<file path="config.mk">
export PLATFORM = sky130hd
export DESIGN_NAME = boot_strap_sampler
export DESIGN_NICKNAME = d
export VERILOG_FILES = /design/src/rtl/strap_pkg.sv /design/src/rtl/strap_sync.sv /design/src/rtl/release_timer.sv /design/src/rtl/strap_capture.sv /design/src/rtl/strap_decode.sv /design/src/rtl/boot_strap_sampler.sv
export SDC_FILE = /design/constraint.sdc
export NUM_CORES = 1
export LEC_CHECK = 0
export BUFFER_PORTS_ARGS = -buffer_cell sky130_fd_sc_hd__buf_2
export CORE_ASPECT_RATIO = 0.6
export CORE_MARGIN = 5
export CORE_UTILIZATION = 30
export CTS_CLUSTER_DIAMETER = 150
export DETAILED_ROUTE_END_ITERATION = 10
export HOLD_SLACK_MARGIN = 0.08
export SYNTH_ARGS = -nofsm -noshare
export SYNTH_HDL_FRONTEND = slang
export SYNTH_SLANG_ARGS = --single-unit
export TNS_END_PERCENT = 100
</file>
<file path="constraint.sdc">
create_clock -name clk -period 3.2 [get_ports clk]
set_input_delay 0.32 -clock clk [delete_from_list [all_inputs] [get_ports clk]]
set_output_delay 0.32 -clock clk [all_outputs]
set_load 0.05 [all_outputs]
</file>
<file path="src/rtl/strap_pkg.sv">
package strap_pkg;
   function automatic int unsigned cnt_bits(int unsigned limit);
      return (limit < 2) ? 1 : $clog2(limit + 1);
   endfunction
endpackage

</file>
<file path="src/rtl/strap_sync.sv">
module strap_sync #(
   parameter int unsigned WIDTH  = 8,
   parameter int unsigned STAGES = 2
) (
   input  logic             clk,
   input  logic             rst_n,
   input  logic [WIDTH-1:0] d,
   output logic [WIDTH-1:0] q
);
   logic [WIDTH-1:0] stage [STAGES];

   generate
      for (genvar s = 0; s < STAGES; s++) begin : g_stage
         always_ff @(posedge clk or negedge rst_n) begin
            if (!rst_n)
               stage[s] <= '0;
            else if (s == 0)
               stage[s] <= d;
            else
               stage[s] <= stage[(s == 0) ? 0 : s-1];
         end
      end
   endgenerate

   assign q = stage[STAGES-1];
endmodule

</file>
<file path="src/rtl/release_timer.sv">
module release_timer
   import strap_pkg::*;
#(
   parameter int unsigned RST_DELAY    = 2,
   parameter int unsigned SAMPLE_DELAY = 5
) (
   input  logic clk,
   input  logic rst_n,
   output logic rst_out_n,
   output logic sample_now
);
   localparam int unsigned CW = cnt_bits(SAMPLE_DELAY);

   logic [CW-1:0] cnt;

   always_ff @(posedge clk or negedge rst_n) begin
      if (!rst_n) begin
         cnt       <= '0;
         rst_out_n <= 1'b0;
      end else begin
         if (cnt != CW'(SAMPLE_DELAY))
            cnt <= cnt + 1'b1;
         rst_out_n <= rst_out_n | (cnt >= CW'(RST_DELAY - 1));
      end
   end

   assign sample_now = (cnt == CW'(SAMPLE_DELAY - 1));

   assert_release_sticky_R2: assert property (@(posedge clk) disable iff (!rst_n)
      rst_out_n |=> rst_out_n);
   assert_single_sample_R4: assert property (@(posedge clk) disable iff (!rst_n)
      sample_now |=> !sample_now);
endmodule

</file>
<file path="src/rtl/strap_capture.sv">
module strap_capture #(
   parameter int unsigned WIDTH = 8
) (
   input  logic             clk,
   input  logic             rst_n,
   input  logic             load,
   input  logic [WIDTH-1:0] d,
   output logic [WIDTH-1:0] word,
   output logic             valid
);
   always_ff @(posedge clk or negedge rst_n) begin
      if (!rst_n) begin
         word  <= '0;
         valid <= 1'b0;
      end else if (load && !valid) begin
         word  <= d;
         valid <= 1'b1;
      end
   end

   assert_valid_sticky_R7: assert property (@(posedge clk) disable iff (!rst_n)
      valid |=> valid);
   assert_word_locked_R4: assert property (@(posedge clk) disable iff (!rst_n)
      valid |=> $stable(word));
   assert_valid_on_load_R3: assert property (@(posedge clk) disable iff (!rst_n)
      (load && !valid) |=> valid);
endmodule

</file>
<file path="src/rtl/strap_decode.sv">
module strap_decode #(
   parameter int unsigned CODE_W  = 3,
   parameter int unsigned SIZE_W  = 9,
   parameter int unsigned BASE_MB = 2
) (
   input  logic              valid,
   input  logic              arb_bit,
   input  logic [CODE_W-1:0] size_code,
   output logic              arb_en,
   output logic [SIZE_W-1:0] mem_mb
);
   always_comb begin
      arb_en = valid & arb_bit;
      mem_mb = valid ? (SIZE_W'(BASE_MB) << size_code) : '0;
   end

   always_comb begin
      if (valid) assert_size_onehot_R6: assert ($countones(mem_mb) == 1);
      if (!valid) assert_arb_gated_R5: assert (!arb_en);
   end
endmodule

</file>
<file path="src/rtl/boot_strap_sampler.sv">
module boot_strap_sampler #(
   parameter int unsigned STRAP_W      = 8,
   parameter int unsigned SYNC_STAGES  = 2,
   parameter int unsigned RST_DELAY    = 2,
   parameter int unsigned SAMPLE_DELAY = 5,
   parameter int unsigned ARB_BIT      = 7,
   parameter int unsigned SIZE_LSB     = 4,
   parameter int unsigned SIZE_CODE_W  = 3,
   parameter int unsigned SIZE_W       = 9,
   parameter int unsigned BASE_MB      = 2
) (
   input  logic               clk,
   input  logic               rst_in_n,
   input  logic [STRAP_W-1:0] strap_pins,
   output logic               rst_out_n,
   output logic [STRAP_W-1:0] strap_word,
   output logic               strap_valid,
   output logic               arb_en,
   output logic [SIZE_W-1:0]  mem_mb
);
   localparam longint MAX_MB = longint'(BASE_MB) << ((1 << SIZE_CODE_W) - 1);

   if (SYNC_STAGES < 1) begin : g_bad_sync
      $error("SYNC_STAGES must be at least 1");
   end
   if (RST_DELAY < 1) begin : g_bad_rst
      $error("RST_DELAY must be at least 1");
   end
   if (SAMPLE_DELAY <= SYNC_STAGES) begin : g_bad_sample
      $error("SAMPLE_DELAY must exceed SYNC_STAGES");
   end
   if (ARB_BIT >= STRAP_W || SIZE_LSB + SIZE_CODE_W > STRAP_W) begin : g_bad_field
      $error("strap field outside the strap word");
   end
   if (MAX_MB >= (longint'(1) << SIZE_W)) begin : g_bad_size
      $error("SIZE_W too narrow for the largest memory size");
   end

   logic [STRAP_W-1:0] pins_sync;
   logic               sample_now;

   strap_sync #(.WIDTH(STRAP_W), .STAGES(SYNC_STAGES)) u_sync (
      .clk(clk), .rst_n(rst_in_n), .d(strap_pins), .q(pins_sync));

   release_timer #(.RST_DELAY(RST_DELAY), .SAMPLE_DELAY(SAMPLE_DELAY)) u_timer (
      .clk(clk), .rst_n(rst_in_n), .rst_out_n(rst_out_n), .sample_now(sample_now));

   strap_capture #(.WIDTH(STRAP_W)) u_cap (
      .clk(clk), .rst_n(rst_in_n), .load(sample_now), .d(pins_sync),
      .word(strap_word), .valid(strap_valid));

   strap_decode #(.CODE_W(SIZE_CODE_W), .SIZE_W(SIZE_W), .BASE_MB(BASE_MB)) u_dec (
      .valid(strap_valid), .arb_bit(strap_word[ARB_BIT]),
      .size_code(strap_word[SIZE_LSB +: SIZE_CODE_W]),
      .arb_en(arb_en), .mem_mb(mem_mb));

   assert_valid_after_release_R3: assert property (@(posedge clk) disable iff (!rst_in_n)
      strap_valid |-> rst_out_n);
   assert_first_release_R8: assert property (@(posedge clk) disable iff (!rst_in_n)
      $rose(rst_out_n) |-> !strap_valid);
endmodule

</file>
==> impl_metrics.json <==
{
  "clk_pin_slew_worst_paths_ns": 0.06,
  "powerDensity_mw_per_mm2": 566.1,
  "number_of_post_cts_setup_repair_buffers": 0,
  "top_level_ports": 30,
  "route.antenna.remaining_nets": 0,
  "detail_routed_net_length_per_standard_cell_um": 11.26,
  "detailroute.via_count": 614,
  "post-route-drc-count": 0,
  "required_time_of_the_critical_path_ns": 2.88,
  "r2r.worst_path.cells": 4,
  "layout.nets": 117,
  "synth.top_cells.by_area": "sky130_fd_sc_hd__dfrtp_1 (71%), sky130_fd_sc_hd__mux2_2 (9.9%), sky130_fd_sc_hd__ha_1 (3.7%)",
  "post_synth_num_cell_types": 16,
  "holdBufCountCts": 1,
  "synth_seq_area_share_pct": 70.90,
  "final_area_sq_mm": 0.001297,
  "maxSlewViolCount": 0,
  "timing.critical_path.arrival_ns": 1.30,
  "min-delay-start": "strap_pins[1]",
  "worst_margin_slew_ns": 0.6074,
  "outcome": "completed",
  "max-vdd-ir-drop_mv": 0.2838,
  "cts.sink_count": 29,
  "grt_util_all_layers_pct": 7.937,
  "worst-path-max-fanout": 4,
  "timing.critical_path.max_delay_family": "flip-flops",
  "cpMaxStageDelayCell": "sky130_fd_sc_hd__dfrtp_1",
  "totalPowerFinal_w": 0.0007344,
  "postSynthRegisterBits": 29,
  "pin_count_of_the_biggest_net_entering_global_routing": 30,
  "synthesis.area_per_instance_sq_um": 14.62,
  "die_x_um": 85.41,
  "place_inst": 141,
  "finalCriticalPeriod_ns": 1.616,
  "die_height_um": 55.25,
  "cts_buffer_depth": 2,
  "clock_insertion_delay_worst_skew_ns": 0.27,
  "timing.final.setup_violations": 0,
  "timing.setup.critical_path_class": "flip-flop to primary output",
  "ys_warn_count": 0,
  "reg2reg_to": "u_cap.word[3]",
  "antenna_found_initial": 0,
  "post_cts_resize_count": 0,
  "worst-path-buf-inv": 1,
  "critical_path.reg2reg.startpoint": "u_timer.cnt[0]",
  "syn2layout_area_growth_pct": 26.77,
  "row_count": 16,
  "dp_hpwl_um": 1225,
  "root_buffer": "sky130_fd_sc_hd__clkbuf_8",
  "fin_worst_skew_ns": 0.004549,
  "synth.largest_area_cell": "sky130_fd_sc_hd__dfrtp_1",
  "critical-path-max-stage-delay_ns": 0.39,
  "synth_net_count": 83,
  "final-hold-violation-count": 0,
  "min-delay-path-class": "input pin to flip-flop",
  "avgViaCountPerCell": 4.093,
  "cts_htree_levels": 2,
  "wire_length_of_the_first_global_routing_pass_um": 2808,
  "design.die.area_sq_mm": 0.004718,
  "setup-tns-final_ns": 0,
  "timing.hold.worst_endpoint": "u_sync.stage[9]",
  "rsz_0062_raised_after_global_routing": "false",
  "slew-limit-headroom_pct": 59.50,
  "cell_chain_of_the_critical_path": "nand2b_1, nor3_1, buf_2",
  "final_antenna_diode_count": 0,
  "final_layout_size_suffix_gt1_share_pct": 42.86,
  "max_freq_ghz": 0.6188,
  "fin_worst_hold_slack_ns": 0.1489,
  "layout.cells.non_filler": 150,
  "drt_first_iter_violations": 27,
  "cts-buffers-inserted": 5,
  "drt_wl_total_um": 1689,
  "initial_utilization_pct": 31.37,
  "sort_of_element_at_the_end_of_the_critical_path": "primary output",
  "io_buffers": 28,
  "drtPass1Iterations": 4,
  "postSynthCellCount": 70,
  "max-cap-violations": 0,
  "first_global_vias": 597,
  "hold_path_depth": 1,
  "r2r_setup_slack_ns": 1.83,
  "cell_area_after_placement_sq_mm": 0.001205,
  "worstSetupStartpointType": "flip-flop",
  "final.fill_count": 327,
  "cts_tree": "yes",
  "grt_overflow": 0,
  "synthesis.area_sq_mm": 0.001023,
  "yosysTopAreaCellShare_pct": 70.90,
  "period_share_pct": 50.50,
  "static_leak_nw": 0.6278,
  "core_area_sq_mm": 0.003263,
  "gpl.final_weighted_congestion": 0.8101
}
-- cells in the final DEF, fill, tap and decap left out, drive strengths merged --
master	count
dfrtp	29
buf	28
mux2	9
nor2	8
clkbuf	6
nand2	4
nand2b	3
nor3	3
ha	3
inv	2
clkinv	2
and2	1
xnor2	1
nand3b	1
nor2b	1
a21oi	1
a21o	1
conb	1
dlygate4sd3	1
-- through the flow --
step | utilization, % | setup slack, ns
floorplan | - | 0.9496
global placement | 36.92 | 1.838
detailed placement | 36.92 | 1.810
CTS | 39.76 | 1.576
global route | 39.76 | 1.509
finish | 39.76 | 1.584
-- report_power, final --
group	internal [W]	switching, W	total, W
Clock	0.000150	0.000125	0.000275
Combinational	0.0000172	0.0000536	0.0000708
Sequential	0.000382	0.00000660	0.000389
Total	0.000549	0.000185	0.000734
-- worst max path at each step --
stage	start	to	slack, ns	cells past startpoint
floorplan	u_cap.valid	mem_mb[2]	0.95	2
global placement	u_timer.cnt[0]	u_cap.word[0]	1.84	4
detailed placement	u_timer.cnt[0]	u_cap.word[3]	1.81	4
CTS	u_cap.word[4]	mem_mb[1]	1.58	3
global route	u_cap.valid	mem_mb[2]	1.51	3
finish	u_cap.word[4]	mem_mb[1]	1.58	3
-- synth_stat cells --
library cell,n
sky130_fd_sc_hd__a21o_1,1
sky130_fd_sc_hd__a21oi_1,1
sky130_fd_sc_hd__inv_1,2
sky130_fd_sc_hd__dfrtp_1,29
sky130_fd_sc_hd__nand3b_4,1
sky130_fd_sc_hd__conb_1,1
sky130_fd_sc_hd__and2_1,1
sky130_fd_sc_hd__buf_4,2
sky130_fd_sc_hd__nor2b_1,1
sky130_fd_sc_hd__ha_1,3
sky130_fd_sc_hd__nand2b_1,3
sky130_fd_sc_hd__xnor2_1,1
sky130_fd_sc_hd__nor2_1,8
sky130_fd_sc_hd__nand2_1,4
sky130_fd_sc_hd__mux2_2,9
sky130_fd_sc_hd__nor3_1,3
-- logic make-up after synthesis --
kind of cell,count (synthesis),synth area share (%)
buffers and inverters,4,2.200
and+or+nand+nor,21,10.88
adders and majority gates,3,3.668
muxes,9,9.902
DFF,29,70.91
xor gates and xnor gates,1,0.8559
other,1,0.3664
AOI/OAI and AO/OA,2,1.222
-- state kept, by name, indices dropped and copies added (netlist names) --
register           cells
u_timer.rst_out_n      1
u_sync.stage           8
u_cap.word             8
u_sync.q               8
u_cap.valid            1
u_timer.cnt            3
-- layer usage --
| layer | vias up | routed length (um) | track usage, % |
|---|---|---|---|
| met4 | 0 | 24 | 4.740 |
| met3 | 5 | 171 | 4.458 |
| met2 | 27 | 739 | 11.17 |
| met5 | - | 0 | 0 |
| li1 | 290 | - | - |
| met1 | 292 | 753 | 9.372 |
-- final cells by class --
cell class / count / area, sq um / share of cell area, %
inverter: 2 / 7.507 / 0.5786
timing repair buffer: 29 / 150.1 / 11.57
multi-input combinational: 37 / 275.3 / 21.22
tap: 45 / 56.30 / 4.339
sequential: 29 / 725.7 / 55.93
clock inverter: 2 / 10.01 / 0.7715
clock buffer: 6 / 72.57 / 5.593
Power figures use the tool's default switching activity.
